`src/rtl/hha_pkg.sv`:
```
package hha_pkg;

   // window exponent: zero would mean an empty window, so it acts as one
   function automatic int unsigned clamp_win_exp(input int unsigned raw, input int unsigned max_e);
      if (raw == 0)
         return 1;
      else if (raw > max_e)
         return max_e;
      else
         return raw;
   endfunction

   function automatic int unsigned clamp_dly_exp(input int unsigned raw, input int unsigned max_e);
      if (raw > max_e)
         return max_e;
      else
         return raw;
   endfunction

endpackage

```
`src/rtl/hha_cfg.sv`:
```
module hha_cfg
   import hha_pkg::*;
#(
   parameter int EXP_W = 5,
   parameter int MAX_L = 5,
   parameter int MAX_D = 5,
   parameter int CNT_W = 7
) (
   input  logic             clk,
   input  logic             rst_n,
   input  logic [EXP_W-1:0] win_exp,
   input  logic [EXP_W-1:0] dly_exp,
   output logic [CNT_W-1:0] win_len,
   output logic [CNT_W-1:0] dly_len,
   output logic [CNT_W-1:0] span_len,
   output logic             restart
);

   logic [EXP_W-1:0] l_eff, d_eff;
   logic [EXP_W-1:0] l_q, d_q;

   always_comb begin
      l_eff = EXP_W'(clamp_win_exp(32'(win_exp), 32'(MAX_L)));
      d_eff = EXP_W'(clamp_dly_exp(32'(dly_exp), 32'(MAX_D)));
   end

   // the reset loads the present setting so that leaving reset is no restart
   always_ff @(posedge clk) begin
      if (!rst_n) begin
         l_q     <= l_eff;
         d_q     <= d_eff;
         restart <= 1'b0;
      end else begin
         restart <= (l_eff != l_q) || (d_eff != d_q);
         l_q     <= l_eff;
         d_q     <= d_eff;
      end
   end

   assign win_len  = CNT_W'((32'd1 << l_q) - 32'd1);
   assign dly_len  = CNT_W'(32'd1 << d_q);
   assign span_len = win_len + dly_len;


   cfg_restart_chk: assert property (@(posedge clk) disable iff (!rst_n)
      (!$stable(win_len) || !$stable(dly_len)) |-> restart);

endmodule

```
`src/rtl/hha_ring.sv`:
```
module hha_ring #(
   parameter int FREQ_W   = 16,
   parameter int DEPTH_LG = 6,
   parameter int CNT_W    = 7,
   parameter int SUM_W    = 21
) (
   input  logic              clk,
   input  logic              rst_n,
   input  logic              restart,
   input  logic              smp_stb,
   input  logic              in_lock,
   input  logic [FREQ_W-1:0] smp_freq,
   input  logic [CNT_W-1:0]  dly_len,
   input  logic [CNT_W-1:0]  span_len,
   output logic [SUM_W-1:0]  run_sum,
   output logic              hist_ok,
   output logic              win_go
);

   localparam int DEPTH = 1 << DEPTH_LG;

   logic [FREQ_W-1:0]   mem [DEPTH];
   logic [DEPTH_LG-1:0] wp;
   logic [DEPTH_LG-1:0] ent_ix, lev_ix;
   logic [CNT_W-1:0]    fill;
   logic [CNT_W-1:0]    fill_inc;
   logic [FREQ_W-1:0]   ent_v, lev_v;
   logic [SUM_W-1:0]    sum_nxt;
   logic                take;

   assign take = smp_stb && in_lock && !restart;

   // indices are read before the write, so ages are shifted by one here
   always_comb begin
      ent_ix   = wp - dly_len[DEPTH_LG-1:0];
      lev_ix   = wp - span_len[DEPTH_LG-1:0];
      ent_v    = (fill >= dly_len)  ? mem[ent_ix] : '0;
      lev_v    = (fill >= span_len) ? mem[lev_ix] : '0;
      fill_inc = fill + CNT_W'(1);
      sum_nxt  = run_sum + SUM_W'(ent_v) - SUM_W'(lev_v);
   end

   generate
      for (genvar gi = 0; gi < DEPTH; gi++) begin : g_cell
         always_ff @(posedge clk) begin
            if (!rst_n)
               mem[gi] <= '0;
            else if (take && (wp == DEPTH_LG'(gi)))
               mem[gi] <= smp_freq;
         end
      end
   endgenerate

   always_ff @(posedge clk) begin
      if (!rst_n) begin
         wp      <= '0;
         fill    <= '0;
         run_sum <= '0;
         hist_ok <= 1'b0;
         win_go  <= 1'b0;
      end else begin
         win_go <= 1'b0;
         if (restart) begin
            fill    <= '0;
            run_sum <= '0;
            hist_ok <= 1'b0;
         end else if (take) begin
            wp      <= wp + DEPTH_LG'(1);
            run_sum <= sum_nxt;
            if (fill < span_len)
               fill <= fill_inc;
            if (fill_inc >= span_len) begin
               hist_ok <= 1'b1;
               win_go  <= 1'b1;
            end
         end
      end
   end


   fill_bound_chk: assert property (@(posedge clk) disable iff (!rst_n)
      !restart |-> (fill <= span_len));


   valid_fall_chk: assert property (@(posedge clk) disable iff (!rst_n)
      $fell(hist_ok) |-> $past(restart));


   valid_rise_chk: assert property (@(posedge clk) disable iff (!rst_n)
      $rose(hist_ok) |-> $past(smp_stb && in_lock));


   unlocked_stb_chk: assert property (@(posedge clk) disable iff (!rst_n)
      (smp_stb && !in_lock && !restart) |=> ($stable(run_sum) && $stable(wp)));

endmodule

```
`src/rtl/hha_div.sv`:
```
module hha_div #(
   parameter int N_W = 21,
   parameter int D_W = 7,
   parameter bit SEQ = 1'b1
) (
   input  logic           clk,
   input  logic           rst_n,
   input  logic           start,
   input  logic [N_W-1:0] num,
   input  logic [D_W-1:0] den,
   output logic           done,
   output logic [N_W-1:0] quo
);

   localparam int STEP_W = $clog2(N_W + 1);

   logic [N_W-1:0] num_q;
   logic [D_W-1:0] den_q;
   logic           busy;

   always_ff @(posedge clk) begin
      if (!rst_n) begin
         num_q <= '0;
         den_q <= D_W'(1);
      end else if (start) begin
         num_q <= num;
         den_q <= den;
      end
   end

   generate
      if (SEQ) begin : g_seq
         logic [N_W-1:0]    q;
         logic [D_W-1:0]    r;
         logic [D_W:0]      r_sh;
         logic [STEP_W-1:0] steps;
         logic              run, fin;

         assign r_sh = {r, q[N_W-1]};

         // one quotient bit per cycle, restoring
         always_ff @(posedge clk) begin
            if (!rst_n) begin
               q     <= '0;
               r     <= '0;
               steps <= '0;
               run   <= 1'b0;
               fin   <= 1'b0;
            end else begin
               fin <= 1'b0;
               if (start) begin
                  q     <= num;
                  r     <= '0;
                  steps <= STEP_W'(N_W);
                  run   <= 1'b1;
               end else if (run) begin
                  if (r_sh >= {1'b0, den_q}) begin
                     r <= D_W'(r_sh - {1'b0, den_q});
                     q <= {q[N_W-2:0], 1'b1};
                  end else begin
                     r <= r_sh[D_W-1:0];
                     q <= {q[N_W-2:0], 1'b0};
                  end
                  steps <= steps - STEP_W'(1);
                  if (steps == STEP_W'(1)) begin
                     run <= 1'b0;
                     fin <= 1'b1;
                  end
               end
            end
         end
         assign done = fin;
         assign quo  = q;
         assign busy = run;
      end else begin : g_flat
         logic [N_W-1:0] q;
         logic           fin;
         always_ff @(posedge clk) begin
            if (!rst_n) begin
               q   <= '0;
               fin <= 1'b0;
            end else begin
               fin <= start;
               if (start)
                  q <= num / {{(N_W-D_W){1'b0}}, den};
            end
         end
         assign done = fin;
         assign quo  = q;
         assign busy = 1'b0;
      end
   endgenerate

   logic [N_W+D_W-1:0] prod_lo, prod_hi, num_x;
   assign prod_lo = {{D_W{1'b0}}, quo} * {{N_W{1'b0}}, den_q};
   assign prod_hi = prod_lo + {{N_W{1'b0}}, den_q};
   assign num_x   = {{D_W{1'b0}}, num_q};


   div_exact_chk: assert property (@(posedge clk) disable iff (!rst_n)
      done |-> ((prod_lo <= num_x) && (num_x < prod_hi)));


   div_overlap_chk: assert property (@(posedge clk) disable iff (!rst_n)
      start |-> !busy);

endmodule

```
`src/rtl/hold_hist_avg.sv`:
```
module hold_hist_avg
   import hha_pkg::*;
#(
   parameter int FREQ_W   = 16,
   parameter int DEPTH_LG = 6,
   parameter int EXP_W    = 5,
   parameter int MAX_L    = 5,
   parameter int MAX_D    = 5,
   parameter bit SEQ_DIV  = 1'b1
) (
   input  logic              clk,
   input  logic              rst_n,
   input  logic              smp_stb,
   input  logic [FREQ_W-1:0] smp_freq,
   input  logic              in_lock,
   input  logic [EXP_W-1:0]  win_exp,
   input  logic [EXP_W-1:0]  dly_exp,
   output logic [FREQ_W-1:0] hold_freq,
   output logic              hist_ok
);

   localparam int CNT_W = DEPTH_LG + 1;
   localparam int SUM_W = FREQ_W + MAX_L;

   initial begin
      cfg_win_min_chk: assert (MAX_L >= 1);
      cfg_exp_w_chk:   assert ((MAX_L < (1 << EXP_W)) && (MAX_D < (1 << EXP_W)));
      cfg_depth_chk:   assert (((1 << MAX_L) - 1 + (1 << MAX_D)) <= (1 << DEPTH_LG));
      cfg_width_chk:   assert (SUM_W > CNT_W);
   end

   logic [CNT_W-1:0] win_len, dly_len, span_len;
   logic             restart;
   logic [SUM_W-1:0] run_sum;
   logic             win_go;
   logic             div_done;
   logic [SUM_W-1:0] div_quo;

   hha_cfg #(
      .EXP_W (EXP_W),
      .MAX_L (MAX_L),
      .MAX_D (MAX_D),
      .CNT_W (CNT_W)
   ) u_cfg (
      .clk      (clk),
      .rst_n    (rst_n),
      .win_exp  (win_exp),
      .dly_exp  (dly_exp),
      .win_len  (win_len),
      .dly_len  (dly_len),
      .span_len (span_len),
      .restart  (restart)
   );

   hha_ring #(
      .FREQ_W   (FREQ_W),
      .DEPTH_LG (DEPTH_LG),
      .CNT_W    (CNT_W),
      .SUM_W    (SUM_W)
   ) u_ring (
      .clk      (clk),
      .rst_n    (rst_n),
      .restart  (restart),
      .smp_stb  (smp_stb),
      .in_lock  (in_lock),
      .smp_freq (smp_freq),
      .dly_len  (dly_len),
      .span_len (span_len),
      .run_sum  (run_sum),
      .hist_ok  (hist_ok),
      .win_go   (win_go)
   );

   hha_div #(
      .N_W (SUM_W),
      .D_W (CNT_W),
      .SEQ (SEQ_DIV)
   ) u_div (
      .clk   (clk),
      .rst_n (rst_n),
      .start (win_go),
      .num   (run_sum),
      .den   (win_len),
      .done  (div_done),
      .quo   (div_quo)
   );

   // the held value only moves while locked
   always_ff @(posedge clk) begin
      if (!rst_n)
         hold_freq <= '0;
      else if (div_done && in_lock)
         hold_freq <= div_quo[FREQ_W-1:0];
   end


   hold_freeze_chk: assert property (@(posedge clk) disable iff (!rst_n)
      (!in_lock && $past(!in_lock)) |-> $stable(hold_freq));


   valid_keep_chk: assert property (@(posedge clk) disable iff (!rst_n)
      (!in_lock && !restart) |=> (hist_ok == $past(hist_ok)));


   quo_range_chk: assert property (@(posedge clk) disable iff (!rst_n)
      div_done |-> (div_quo[SUM_W-1:FREQ_W] == '0));

endmodule

```
`config.mk`:
```
export PLATFORM = sky130hd
export DESIGN_NAME = hold_hist_avg
export DESIGN_NICKNAME = d
export VERILOG_FILES = /design/src/rtl/hha_pkg.sv /design/src/rtl/hha_cfg.sv /design/src/rtl/hha_ring.sv /design/src/rtl/hha_div.sv /design/src/rtl/hold_hist_avg.sv
export SDC_FILE = /design/constraint.sdc
export NUM_CORES = 2
export LEC_CHECK = 0
export ABC_AREA = 1
export BUFFER_PORTS_ARGS = -buffer_cell sky130_fd_sc_hd__buf_2
export CAP_MARGIN = 20
export CORE_MARGIN = 2
export CORE_UTILIZATION = 40
export DETAILED_ROUTE_END_ITERATION = 7
export PLACE_DENSITY = 0.57
export SLEW_MARGIN = 20
export SYNTH_ARGS = -nofsm -noshare
export SYNTH_HDL_FRONTEND = slang
export SYNTH_SLANG_ARGS = --single-unit
```
`constraint.sdc`:
```
create_clock -name clk -period 12.2 [get_ports clk]
set_input_delay 1.22 -clock clk [delete_from_list [all_inputs] [get_ports clk]]
set_output_delay 1.22 -clock clk [all_outputs]
set_load 0.01 [all_outputs]
```
==> results.py <==
metrics = {
    "clock_network": {
        "root_buffer": "clkbuf_16",
        "htree_levels": 4,
        "cts_tree": "built",
        "cts_buffers": 134,
        "ctsResizeCount": 0,
        "cts_hold_buffers": 0,
        "clkTransAtPathRegs_ns": 0.06,
        "postCtsSetupRepairBufs": 0,
        "clock_latency_ns": 0.78,
        "clock-sinks": 1129,
        "cts_buffer_depth": 3,
    },
    "global_route": {
        "grt_remaining_overflow": 0,
        "grt_pass1_wl_mm": 361,
        "grt_usage_pct": 29.6,
        "grt_max_degree": 189,
        "first_global_vias": 54100,
        "grt_antenna_before_repair": 5,
    },
    "floorplanning": {
        "placementRows": 146,
        "dieArea_um2": 163000,
        "num_io_pins": 47,
        "start_util_pct": 40.3,
        "die_w_um": 403,
        "die_y_um": 403,
        "core_area_um2": 158000,
    },
    "layout": {
        "fillCellCount": 15400,
        "syn_to_final_growth_pct": 9.26,
        "multi_input_area_um2": 27000,
        "nets": 7778,
        "drive_gt1_share_pct": 6.58,
        "seq_area_um2": 32900,
        "post-route-cell-area_um2": 69700,
    },
    "detailed_routing": {
        "antenna_left": 0,
        "routed_wl_mm": 247,
        "drc": 7,
        "vias_per_cell": 5.95,
        "dr.pass1.iters": 8,
        "wl_per_cell_um": 25.2,
        "drt_iter0_drc": 9002,
        "via_count": 58500,
    },
    "logic_synthesis": {
        "syn_inst": 7972,
        "avgSynthCellArea_um2": 8.00,
        "synth_seq_cells": 1129,
        "ys_types": 47,
        "ys_seq_area_share_pct": 51.5,
        "synth_async_sr_flop_share_pct": 0,
        "synth_flop_cell": "edfxtp_1",
        "synth-edff-count": 1024,
        "syn_area_um2": 63800,
        "ys.warnings.count": 0,
    },
    "timing": {
        "finalMaxSlewViolations": 0,
        "setup_slack_ns": 4.53,
        "finalCriticalPeriod_ns": 7.67,
        "worst_pin_slew_ns": 1.21,
        "fin_skew_ns": 0.0254,
        "final_hold_viol_count": 0,
        "setup_violations": 0,
        "fin_crit_sh_pct": 62.9,
        "tns_ns": 0,
        "rsz0062_at_grt": "false",
        "fmax_mhz": 130,
        "max_slew_margin_pct": 19.4,
    },
    "critical_path": {
        "critPathMaxStageDelay_ns": 0.91,
        "arrival_ns": 8.33,
        "cp.required_ns": 12.86,
        "crit_type": "flip-flop to flip-flop",
        "reg2reg_slack_ns": 4.53,
        "crit_start": "u_cfg.l_q[3]",
        "ff2ff_path_depth": 28,
        "r2r-start": "u_cfg.l_q[3]",
        "worstPathMaxFanout": 157,
        "crit_path_end": "u_ring.run_sum[15]",
        "cp-start-kind": "flip-flop",
        "worst_setup_path_end_kind": "flip-flop",
        "r2r-end": "u_ring.run_sum[15]",
        "slowest_stage": "fa_4",
        "path_common_cell": "nand3_1",
    },
    "power": {
        "power_mw": 10.3,
        "vdd_ir_drop_max_mv": 0.134,
        "pwr_density_cell_nw_per_um2": 147,
        "p_leak_nw": 28.0,
    },
    "status": {
        "violations": "design-rule violations",
        "status": "finished with violations",
    },
    "placed_design": {
        "place_area_um2": 65400,
        "dp_hpwl_mm": 144,
        "gp_congestion": 0.980,
        "portBuffers": 46,
        "dp_worst_setup_slack_ns": 4.71,
    },
    "job": {
        "drv_cap": 0,
    },
    "worst_hold_path": {
        "hp-class": "flip-flop to flip-flop",
        "holdPathStages": 2,
    },
}
-- state kept, by name (all words and copies together), names as in the netlist --
register,count
u_ring.win_go,1
u_ring.mem,1024
hold_freq,16
u_div.busy,1
u_div.done,1
u_ring.hist_ok,1
u_div.den_q,7
u_ring.run_sum,21
u_div.g_seq.steps,5
u_cfg.d_q,5
u_cfg.restart,1
u_ring.fill,7
u_div.g_seq.r,7
u_ring.wp,6
u_cfg.l_q,5
u_div.quo,21
-- logic make-up (layout without fill, tap and decap cells) --
logic type,after synthesis,count (layout),synth area share [%]
AND/OR/NAND/NOR,4921,4921,33.1
adder cells (fa/ha/maj),94,94,2.08
XOR/XNOR,35,35,0.540
buffers and inverters,1013,800,6.44
flip-flops,1129,1129,51.5
other,1,5,0.00588
AO/OA/AOI/OAI,779,779,6.32
-- where the power goes --
group          internal [mW]  total (mW)  switching (mW)
Combinational          0.491        1.86            1.37
Sequential              4.33        4.39          0.0648
Clock                   2.31        4.01            1.70
-- synthesized netlist by cell type, drive strengths merged, types with 10 or more instances --
library cell / instances / share of area [%]
nand4: 16 / 0.16
xnor2: 10 / 0.14
buf: 280 / 2.1
fa: 20 / 0.63
inv: 367 / 2.2
o221ai: 15 / 0.21
edfxtp: 1024 / 48
ha: 74 / 1.5
nor2: 1212 / 7.2
nand3: 1789 / 14
dfxtp: 105 / 3.3
nand2: 1884 / 11
a21oi: 341 / 2.7
o21ai: 392 / 3.1
clkbuf: 363 / 2.1
xor2: 25 / 0.40
-- worst max-delay path: cells and delay by family, from the launching register on --
| family | cells | cell delay (ns) |
|---|---|---|
| simple gates | 16 | 2.29 |
| compound gates | 1 | 0.46 |
| buf+inv | 6 | 1.55 |
| flops | 1 | 0.33 |
| fa+ha+maj | 5 | 2.66 |
-- metrics by stage --
stage / std cells / hold WS, ns / utilization (%)
CTS: 9834 / 0.481 / 44.0
global route: 9834 / 0.497 / 44.0
detailed placement: 9590 / 0.475 / 41.3
floorplan: 7975 / 0.445 / -
global placement: 9589 / 0.465 / 41.2
finish: 9835 / 0.480 / 44.0
-- final cells by class --
type | count | area share [%]
diodes | 1 | 0.00359
clock buffers | 175 | 5.29
clock inverters | 69 | 0.866
inverters | 370 | 2.08
multi-input cells | 5833 | 38.8
flip-flops and latches | 1129 | 47.2
well taps | 2072 | 3.72
repair buffers | 186 | 2.07
-- layer usage --
layer | vias up | share of wire [%] | track usage (%)
li1 | 26300 | - | -
met1 | 28000 | 39 | 40.3
met2 | 3607 | 44 | 44.8
met3 | 639 | 11 | 6.29
met4 | 4 | 5.2 | 14.6
met5 | - | 0.013 | 0
-- cell usage in the layout (no fill, tap or decap), types with 9 or more instances in the layout --
cell type / n
a21oi_1: 341
buf_12: 12
buf_2: 45
buf_4: 127
clkbuf_1: 32
clkbuf_16: 142
clkinv_1: 29
clkinv_2: 37
dfxtp_1: 105
edfxtp_1: 1024
fa_1: 18
ha_1: 72
inv_1: 330
inv_2: 13
nand2_1: 1881
nand3_1: 1738
nand3_2: 51
nand4_1: 16
nor2_1: 1202
o21ai_0: 327
o21ai_1: 38
o21ai_2: 22
o221ai_1: 15
xnor2_1: 9
xor2_1: 22
-- how the worst min path moves through the flow --
| stage | from | end | slack (ns) |
|---|---|---|---|
| final | u_div.g_seq.steps[4] | u_div.g_seq.steps[4] | 0.48 |
| after global routing | u_div.g_seq.r[4] | u_div.g_seq.r[4] | 0.50 |
| after CTS | u_div.g_seq.steps[4] | u_div.g_seq.steps[4] | 0.48 |
| after detailed placement | u_div.g_seq.steps[4] | u_div.g_seq.steps[4] | 0.48 |
| after global placement | hold_freq[11] | hold_freq[11] | 0.46 |
| after floorplan | u_div.quo[14] | hold_freq[14] | 0.45 |
No activity file was read; power rests on OpenSTA's default activity.
